**config.mk**
```make
export PLATFORM = sky130hd
export DESIGN_NAME = pwrfail_seq
export DESIGN_NICKNAME = d
export VERILOG_FILES = /design/src/rtl/pfs_pkg.sv /design/src/rtl/pfs_filter.sv /design/src/rtl/pfs_por_timer.sv /design/src/rtl/pfs_fsm.sv /design/src/rtl/pfs_irq.sv /design/src/rtl/pwrfail_seq.sv
export SDC_FILE = /design/constraint.sdc
export NUM_CORES = 1
export LEC_CHECK = 0
export ABC_CLOCK_PERIOD_IN_PS = 2000
export BUFFER_PORTS_ARGS = -buffer_cell sky130_fd_sc_hd__buf_2
export CELL_PAD_IN_SITES_DETAIL_PLACEMENT = 1
export CELL_PAD_IN_SITES_GLOBAL_PLACEMENT = 2
export CORE_UTILIZATION = 36
export CTS_CLUSTER_DIAMETER = 50
export DETAILED_ROUTE_END_ITERATION = 10
export MAX_ROUTING_LAYER = met4
export PLACE_DENSITY_LB_ADDON = 0.2
export SLEW_MARGIN = 20
export SYNTH_ARGS = -nofsm -noshare
export SYNTH_HDL_FRONTEND = slang
export SYNTH_SLANG_ARGS = --single-unit
```
**constraint.sdc**
```tcl
create_clock -name clk -period 2 [get_ports clk]
set_input_delay 0.2 -clock clk [delete_from_list [all_inputs] [get_ports clk]]
set_output_delay 0.2 -clock clk [all_outputs]
set_load 0.05 [all_outputs]
```
**src/rtl/pfs_pkg.sv**
```systemverilog
package pfs_pkg;

  typedef enum logic [2:0] {
    ST_NORMAL = 3'd0,
    ST_WARN   = 3'd1,
    ST_RESET  = 3'd2,
    ST_BACKUP = 3'd3,
    ST_PORW   = 3'd4
  } pfs_state_t;

  localparam int FLAG_WARN = 0;
  localparam int FLAG_MIN  = 1;
  localparam int FLAG_BAT  = 2;
  localparam int NFLAGS    = 3;

  // states in which the core must not execute
  function automatic logic core_held(input pfs_state_t st);
    return (st == ST_RESET) || (st == ST_BACKUP) || (st == ST_PORW);
  endfunction

  // next state from filtered levels; battery outranks minimum, minimum outranks warning
  function automatic pfs_state_t next_state(input pfs_state_t st,
                                            input logic f_warn,
                                            input logic f_min,
                                            input logic f_bat,
                                            input logic por_done);
    pfs_state_t nx;
    nx = st;
    if (f_bat) begin
      nx = ST_BACKUP;
    end else if (f_min) begin
      nx = ST_RESET;
    end else begin
      case (st)
        ST_NORMAL: nx = f_warn ? ST_WARN : ST_NORMAL;
        ST_WARN:   nx = f_warn ? ST_WARN : ST_NORMAL;
        ST_RESET:  nx = ST_PORW;
        ST_BACKUP: nx = ST_PORW;
        ST_PORW:   nx = por_done ? (f_warn ? ST_WARN : ST_NORMAL) : ST_PORW;
        default:   nx = ST_PORW;
      endcase
    end
    return nx;
  endfunction

endpackage

```
**src/rtl/pfs_filter.sv**
```systemverilog
module pfs_filter #(
  parameter int FILT_LEN = 4
) (
  input  logic clk,
  input  logic rst_n,
  input  logic raw_i,
  output logic filt_o
);
  localparam int CW = $clog2(FILT_LEN + 1);

  logic [CW-1:0] run_q;
  logic          differ;
  logic          accept;

  assign differ = (raw_i != filt_o);
  assign accept = differ && (run_q == CW'(FILT_LEN - 1));

  always_ff @(posedge clk or negedge rst_n) begin
    if (!rst_n) begin
      run_q  <= '0;
      filt_o <= 1'b0;
    end else if (accept) begin
      run_q  <= '0;
      filt_o <= raw_i;
    end else if (differ) begin
      run_q  <= run_q + 1'b1;
    end else begin
      run_q  <= '0;
    end
  end

  // a new filtered value must equal what the raw input carried
  a_r3_filt_follows_raw: assert property (@(posedge clk) disable iff (!rst_n)
    !$stable(filt_o) |-> ($past(raw_i) == filt_o));

  a_r3_run_bounded: assert property (@(posedge clk) disable iff (!rst_n)
    run_q < CW'(FILT_LEN));

endmodule

```
**src/rtl/pfs_por_timer.sv**
```systemverilog
module pfs_por_timer #(
  parameter int POR_CLKS = 21504
) (
  input  logic clk,
  input  logic rst_n,
  input  logic run_i,
  output logic done_o
);
  localparam int CW = $clog2(POR_CLKS + 1);
  localparam logic [CW-1:0] LAST = CW'(POR_CLKS - 1);

  logic [CW-1:0] cnt_q;

  assign done_o = run_i && (cnt_q == LAST);

  always_ff @(posedge clk or negedge rst_n) begin
    if (!rst_n) begin
      cnt_q <= '0;
    end else if (!run_i || done_o) begin
      cnt_q <= '0;
    end else begin
      cnt_q <= cnt_q + 1'b1;
    end
  end

  // leaving the count state always restarts from zero
  a_r10_cnt_restart: assert property (@(posedge clk) disable iff (!rst_n)
    !run_i |=> (cnt_q == '0));

  a_r2_cnt_range: assert property (@(posedge clk) disable iff (!rst_n)
    cnt_q <= LAST);

endmodule

```
**src/rtl/pfs_fsm.sv**
```systemverilog
module pfs_fsm
  import pfs_pkg::*;
(
  input  logic       clk,
  input  logic       rst_n,
  input  logic       f_warn,
  input  logic       f_min,
  input  logic       f_bat,
  input  logic       por_done,
  output pfs_state_t state_o
);
  pfs_state_t state_q;

  assign state_o = state_q;

  always_ff @(posedge clk or negedge rst_n) begin
    if (!rst_n) state_q <= ST_PORW;
    else        state_q <= next_state(state_q, f_warn, f_min, f_bat, por_done);
  end

  // battery level wins over everything
  a_r9_bat_forces_backup: assert property (@(posedge clk) disable iff (!rst_n)
    f_bat |=> (state_q == ST_BACKUP));

  // minimum level forces reset regardless of warning
  a_r7_min_forces_reset: assert property (@(posedge clk) disable iff (!rst_n)
    (f_min && !f_bat) |=> (state_q == ST_RESET));

  // recovery from reset goes through the power-on wait
  a_r8_reset_to_porw: assert property (@(posedge clk) disable iff (!rst_n)
    (state_q == ST_RESET && !f_min && !f_bat) |=> (state_q == ST_PORW));

  a_r2_porw_holds: assert property (@(posedge clk) disable iff (!rst_n)
    (state_q == ST_PORW && !por_done && !f_min && !f_bat) |=> (state_q == ST_PORW));

endmodule

```
**src/rtl/pfs_irq.sv**
```systemverilog
module pfs_irq #(
  parameter logic [7:0] VEC_ADDR = 8'h2B
) (
  input  logic       clk,
  input  logic       rst_n,
  input  logic       f_warn,
  input  logic       running_i,
  input  logic       en_i,
  input  logic       ack_i,
  input  logic       clr_i,
  output logic       irq_o,
  output logic [7:0] vec_o,
  output logic       warn_edge_o
);
  logic warn_prev_q;
  logic pend_q;
  logic fire;

  assign warn_edge_o = f_warn && !warn_prev_q;
  assign fire        = warn_edge_o && en_i && running_i;
  assign irq_o       = pend_q;
  assign vec_o       = pend_q ? VEC_ADDR : 8'h00;

  always_ff @(posedge clk or negedge rst_n) begin
    if (!rst_n) begin
      warn_prev_q <= 1'b0;
      pend_q      <= 1'b0;
    end else begin
      warn_prev_q <= f_warn;
      if (clr_i)      pend_q <= 1'b0;
      else if (fire)  pend_q <= 1'b1;
      else if (ack_i) pend_q <= 1'b0;
    end
  end

  // request is held until acknowledged
  a_r6_irq_sticky: assert property (@(posedge clk) disable iff (!rst_n)
    (pend_q && !ack_i && !clr_i) |=> pend_q);

  // only an enabled crossing sets the request
  a_r5_set_needs_enable: assert property (@(posedge clk) disable iff (!rst_n)
    $rose(pend_q) |-> $past(en_i));

  // a set is always caused by a new crossing
  a_r6_set_on_edge: assert property (@(posedge clk) disable iff (!rst_n)
    $rose(pend_q) |-> $past(warn_edge_o));

endmodule

```
**src/rtl/pwrfail_seq.sv**
```systemverilog
module pwrfail_seq
  import pfs_pkg::*;
#(
  parameter int         FILT_LEN = 4,
  parameter int         POR_CLKS = 21504,
  parameter logic [7:0] VEC_ADDR = 8'h2B
) (
  input  logic       clk,
  input  logic       rst_n,
  input  logic       sup_below_warn,
  input  logic       sup_below_min,
  input  logic       sup_below_bat,
  input  logic       warn_en,
  input  logic       warn_ack,
  output logic       cpu_reset,
  output logic       strobe_inhibit,
  output logic       bat_sel,
  output logic       pfw_irq,
  output logic [7:0] pfw_vec
);
  logic [NFLAGS-1:0] raw_flags;
  logic [NFLAGS-1:0] filt_flags;
  logic              por_run;
  logic              por_done;
  logic              core_running;
  logic              warn_edge;
  pfs_state_t        state;

  assign raw_flags[FLAG_WARN] = sup_below_warn;
  assign raw_flags[FLAG_MIN]  = sup_below_min;
  assign raw_flags[FLAG_BAT]  = sup_below_bat;

  for (genvar g = 0; g < NFLAGS; g++) begin : g_filt
    pfs_filter #(.FILT_LEN(FILT_LEN)) u_filt (
      .clk    (clk),
      .rst_n  (rst_n),
      .raw_i  (raw_flags[g]),
      .filt_o (filt_flags[g])
    );
  end

  pfs_fsm u_fsm (
    .clk      (clk),
    .rst_n    (rst_n),
    .f_warn   (filt_flags[FLAG_WARN]),
    .f_min    (filt_flags[FLAG_MIN]),
    .f_bat    (filt_flags[FLAG_BAT]),
    .por_done (por_done),
    .state_o  (state)
  );

  assign por_run = (state == ST_PORW);

  pfs_por_timer #(.POR_CLKS(POR_CLKS)) u_por (
    .clk    (clk),
    .rst_n  (rst_n),
    .run_i  (por_run),
    .done_o (por_done)
  );

  assign core_running = (state == ST_NORMAL);

  pfs_irq #(.VEC_ADDR(VEC_ADDR)) u_irq (
    .clk         (clk),
    .rst_n       (rst_n),
    .f_warn      (filt_flags[FLAG_WARN]),
    .running_i   (core_running),
    .en_i        (warn_en),
    .ack_i       (warn_ack),
    .clr_i       (core_held(state)),
    .irq_o       (pfw_irq),
    .vec_o       (pfw_vec),
    .warn_edge_o (warn_edge)
  );

  assign cpu_reset      = core_held(state);
  assign strobe_inhibit = core_held(state);
  assign bat_sel        = (state == ST_BACKUP);

  // reset is only released at the end of a full power-on count
  a_r2_release_after_count: assert property (@(posedge clk) disable iff (!rst_n)
    $fell(cpu_reset) |-> $past(por_done));

  // vector is presented with every request
  a_r4_vector_valid: assert property (@(posedge clk) disable iff (!rst_n)
    pfw_irq |-> (pfw_vec == VEC_ADDR));

  // no request survives into reset
  a_r7_no_irq_in_reset: assert property (@(posedge clk) disable iff (!rst_n)
    $rose(cpu_reset) |=> !pfw_irq);

  // battery select only with the core held
  a_r9_bat_implies_reset: assert property (@(posedge clk) disable iff (!rst_n)
    bat_sel |-> cpu_reset);

endmodule

```
==> results of run 1 <==
-- state kept, by name (all words and copies together), names as in the netlist --
register              cells
u_fsm.state_o             3
u_por.cnt_q              15
g_filt.u_filt.filt_o      3
u_irq.irq_o               1
u_irq.warn_prev_q         1
g_filt.u_filt.run_q       9
-- Yosys cell counts (2+ instances only) --
cell / count
xor2_1: 5
nand3_1: 6
mux2_2: 2
o21ai_0: 3
nor4_1: 4
nand2_1: 6
nor2_1: 26
dfrtp_1: 31
nand4_1: 2
ha_1: 7
inv_1: 11
buf_4: 9
nor3_1: 4
nand2b_1: 4
xnor2_1: 11
-- critical path, cell delays in order, from the launching register on --
cell     delay, ns
dfrtp_1       0.44
or3b_1        0.39
or4_4         0.53
nand3_2       0.25
nor2_1        0.09
-- final timing paths --
| check | startpoint | end | slack, ns | cells after the start |
|---|---|---|---|---|
| max | u_por.cnt_q[10] | u_por.cnt_q[4] | 0.16 | 4 |
| min | sup_below_min | g_filt[1].u_filt.filt_o | 0.17 | 3 |
| max reg2reg | u_por.cnt_q[10] | u_por.cnt_q[4] | 0.16 | 4 |
| min reg2reg | g_filt[1].u_filt.run_q[0] | g_filt[1].u_filt.run_q[0] | 0.43 | 1 |
| max in group asynchronous | rst_n | u_por.cnt_q[12] | 1.04 | 2 |
| min in group asynchronous | rst_n | g_filt[0].u_filt.run_q[0] | 0.50 | 2 |
-- through the flow --
stage	total power, uW	hold WS [ns]	instance area [um^2]
final	2100	0.165	1710
after global routing	2240	0.172	1710
after CTS	2130	0.161	1710
after detailed placement	1520	0.292	1600
after global placement	1490	0.286	1600
after floorplan	1410	-0.0956	1530
-- cell type report --
cell class	instances	area, um^2
sequential	32	802
fill	459	2310
multi-input combinational	95	606
tap	50	62.6
clock buffer	6	72.6
timing repair buffer	17	95.1
clock inverter	2	35.0
inverter	11	41.3
-- metal layers --
| layer | up-vias | global-route usage | wire [um] |
|---|---|---|---|
| met5 | - | - | 0 |
| met4 | 0 | 0.0718 | 59 |
| met3 | 7 | 0.0462 | 114 |
| met2 | 21 | 0.231 | 1260 |
| met1 | 496 | 0.175 | 1240 |
| li1 | 494 | - | - |
-- report_power, final --
part / switching, uW / internal [uW] / total (uW) / leakage [uW]
combinational: 416 / 188 / 604 / 0.000286
sequential: 97.6 / 795 / 893 / 0.000423
clock: 230 / 369 / 600 / 0.0000552
-- cells by family after synthesis --
group / after synthesis
other: 1
AOI/OAI and AO/OA: 6
DFF: 32
xor gates and xnor gates: 16
buffers and inverters: 21
muxes: 2
adders and majority gates: 7
and+or+nand+nor: 60
==> flow_summary.ini, run 1 <==
[finish]
fin_cells = 213
n_antenna_cell = 0
final_cell_mix = 31 x dfrtp_1, 26 x nor2_1, 14 x buf_2, 11 x xnor2_1, 11 x inv_1
drive_gt1_frac = 0.184
final_nets = 176
area_growth_pct = 13.0
finish.utilization = 0.425
final_common_cell = dfrtp_1

[worst_setup_path]
cp.required_ns = 2.16
worstPathArrival_ns = 2.00
cp_max_fo = 15
start_kind = flip-flop
end_kind = flip-flop
path_class = reg -> reg

[global_route]
grt_overflow = 0
grtUsageTotal = 0.149
antenna_found_initial = 0
grt_max_degree = 33
grt_pass1_wl_mm = 4.67
grt_pass1_vias = 1045

[timing]
setup_slack_ns = 0.159
fin_crit_ns = 1.84
tns_ns = 0
fmax_mhz = 543
slew_violations = 0
relSlewSlack = 0.529
tightest_slew_ns = 0.706
finClkSkew_ns = 0.00403
rsz0062_at_grt = no
min_period_over_period = 0.920
hold_violations = 0
setup_viol = 0

[cts]
cts_sinks = 32
tritoncts = done
cts.path.max_buffers = 2
clock_latency_ns = 0.28
cts_root_buf = clkbuf_8
cts_resized = 0
path_clk_slew_ns = 0.07
cts_max_level = 2
cts_buffers = 5
cts_hold_buf = 1
post_cts_buffers = 0

[routing]
routed_wl_mm = 2.67
vias_per_cell = 4.78
ant_nets = 0
drt-initial-drc-count = 34
drtPass1Iterations = 2
wl_per_cell_um = 12.5
remaining_drc_errors = 0
vias = 1018

[synthesis]
synth-edff-count = 0
yosysUniqueCellTypes = 29
synthAdderAreaFrac = 0.0578
avgSynthCellArea_um2 = 10.5
synth_xor_area_frac = 0.0924
synthCells = 145
synth_mux_area_frac = 0.0149
synth_top_family_by_area = simple AND/OR/NAND/NOR gates
ys_warn_count = 0
ys.flop_type = dfrtp_1
async_reset_ff_frac = 1.00
yosysTopAreaCell = dfrtp_1
synth_area_um2 = 1520
synth_compound_area_frac = 0.0256
synth-simple-area-share = 0.199
synth_area_leaders = dfrtp_1 51%, nor2_1 6.4%, xnor2_1 6.4%
yosysSeqAreaShare = 0.529
ys_ff_latch = 32
synth_top_area_share = 0.512

[place]
preCtsSetupSlack_ns = 0.159
hpwl_mm = 1.98
dp_cells = 204
place.gp.congestion = 0.761
port_buffers = 14

[die]
die_w_um = 66.9
start_util = 0.376
ios = 19
rows = 23
die_h_um = 66.9
die_area_um2 = 4480
core-area_um2 = 4030

[pwr]
power_density_nw_per_um2 = 1220
peakVddDrop_mv = 0.481
p_leak_uw = 0.000765

[status]
status = finished clean

[job]
maxCapViolCount = 0

[worst_hold_path]
min_path_type = in -> reg
(Power assumes the default switching activity.)
==> run 2: changes to the inputs <==
- RECOVER_POWER: not set -> 25
==> run 2 against run 1 <==
Die area stayed put. Clock power hardly changed. Critical path depth stayed put. Largest power group unchanged. Critical endpoint unchanged. Worst setup slack stayed put. Worst hold slack stayed put. Largest cell class unchanged. Global-route usage stayed put.
==> flow_summary.ini, run 2 (synthesized netlist as in run 1, its figures left out) <==
[finish]
fin_cells = 213
final_cell_mix = 31 x dfrtp_1, 26 x nor2_1, 13 x buf_2, 11 x xnor2_1, 11 x inv_1
drive_gt1_frac = 0.184
top_register = u_por.cnt_q
final_common_cell = dfrtp_1
largest_reg_flops = 15
fin_area_um2 = 1710
area_growth_pct = 13.0
n_antenna_cell = 0
largestRegisters = u_por.cnt_q: 15 flops, g_filt.u_filt.run_q: 9 flops
final_nets = 176
finish.utilization = 0.425
fillers = 459

[cts]
path_clk_slew_ns = 0.07
cts_resized = 0
cts_max_level = 2
cts_sinks = 32
cts_buffers = 5
clock_latency_ns = 0.28
tritoncts = done
cts.path.max_buffers = 2
post_cts_buffers = 0
cts_root_buf = clkbuf_8

[die]
core-area_um2 = 4030
die_w_um = 66.9
ios = 19
rows = 23
die_area_um2 = 4480
start_util = 0.376
die_h_um = 66.9

[worst_setup_path]
cp_max_fo = 15
max_stage_delay_ns = 0.53
cp_top_family = simple AND/OR/NAND/NOR gates
worstPathArrival_ns = 2.00
start_kind = flip-flop
cpMaxStageDelayCell = or4_4
path_class = reg -> reg
cp.required_ns = 2.16
crit_chain = or3b_1 -> or4_4 -> nand3_2 -> nor2_1
crit_buf_inv = 0
end_kind = flip-flop

[place]
dp_cells = 204
place.gp.congestion = 0.761
postPlaceCellArea_um2 = 1600
port_buffers = 14
hpwl_mm = 1.98

[global_route]
antenna_found_initial = 0
grt_pass1_vias = 1045
grt_overflow = 0
grt_max_degree = 33
grt_pass1_wl_mm = 4.67
grtUsageTotal = 0.149

[pwr]
peakVddDrop_mv = 0.481
total_power_uw = 2100
p_leak_uw = 0.000765
power_density_nw_per_um2 = 1220

[status]
status = finished clean

[worst_hold_path]
min_path_type = in -> reg

[routing]
remaining_drc_errors = 0
routed_wl_mm = 2.67
drtPass1Iterations = 2
vias = 1018
ant_nets = 0
wl_per_cell_um = 12.5
drt-initial-drc-count = 34
vias_per_cell = 4.78

[timing]
tightest_slew_ns = 0.786
fmax_mhz = 543
fin_crit_ns = 1.84
hold_violations = 0
setup_viol = 0
min_period_over_period = 0.920
tns_ns = 0
rsz0062_at_grt = no
finClkSkew_ns = 0.00403
relSlewSlack = 0.476
slew_violations = 0

[job]
maxCapViolCount = 0
## run 2: changes by cell type in the layout (fill, tap and decap cells not counted), sizes merged
cell    delta
buf        -1
clkbuf     +1
## run 2: cell type report
| cell class | count | area [um^2] | share of cell area |
|---|---|---|---|
| clock buffer | 6 | 72.6 | 0.0423 |
| clock inverter | 2 | 35.0 | 0.0204 |
| inverter | 11 | 41.3 | 0.0241 |
| multi-input combinational | 95 | 606 | 0.353 |
| sequential | 32 | 802 | 0.468 |
| tap | 50 | 62.6 | 0.0365 |
| timing repair buffer | 17 | 95.1 | 0.0555 |
## run 2: layer usage
metal,up-vias,global-route usage,share of wire
li1,494,-,-
met1,496,0.175,0.47
met2,21,0.231,0.47
met3,7,0.0462,0.043
met4,0,0.0718,0.022
met5,-,-,0
## run 2: report_power, final
part / total (uW) / internal [uW] / switching (uW)
sequential: 893 / 795 / 97.6
clock: 600 / 369 / 230
combinational: 604 / 188 / 416
total: 2100 / 1350 / 744
## run 2: worst paths after layout
| kind | from | cells after the start | slack [ns] | endpoint |
|---|---|---|---|---|
| worst max-delay path | u_por.cnt_q[10] | 4 | 0.16 | u_por.cnt_q[4] |
| worst min-delay path | sup_below_min | 3 | 0.17 | g_filt[1].u_filt.filt_o |
| min in group asynchronous | rst_n | 2 | 0.53 | g_filt[0].u_filt.run_q[0] |
| max in group asynchronous | rst_n | 2 | 0.97 | u_por.cnt_q[12] |
| worst min register to register | g_filt[1].u_filt.run_q[0] | 1 | 0.43 | g_filt[1].u_filt.run_q[0] |
| worst max register to register | u_por.cnt_q[10] | 4 | 0.16 | u_por.cnt_q[4] |
## run 2: metrics by stage
step | hold WS [ns] | worst slack, ns
6_report | 0.165 | 0.159
4_1_cts | 0.161 | 0.148
2_1_floorplan | -0.0956 | 0.249
5_1_grt | 0.172 | 0.0700
3_3_place_gp | 0.286 | 0.212
3_5_place_dp | 0.292 | 0.159
## run 2: worst register-to-register path, delay by kind of cell (launching register included)
kind,cells,cell delay (ns)
simple gates,4,1.27
flops,1,0.44
## run 2: timing repair
| action | CTS | global route |
|---|---|---|
| hold buffers | 1 | 0 |
| setup endpoints to repair | 0 | 0 |
| hold endpoints to repair | 31 | 0 |
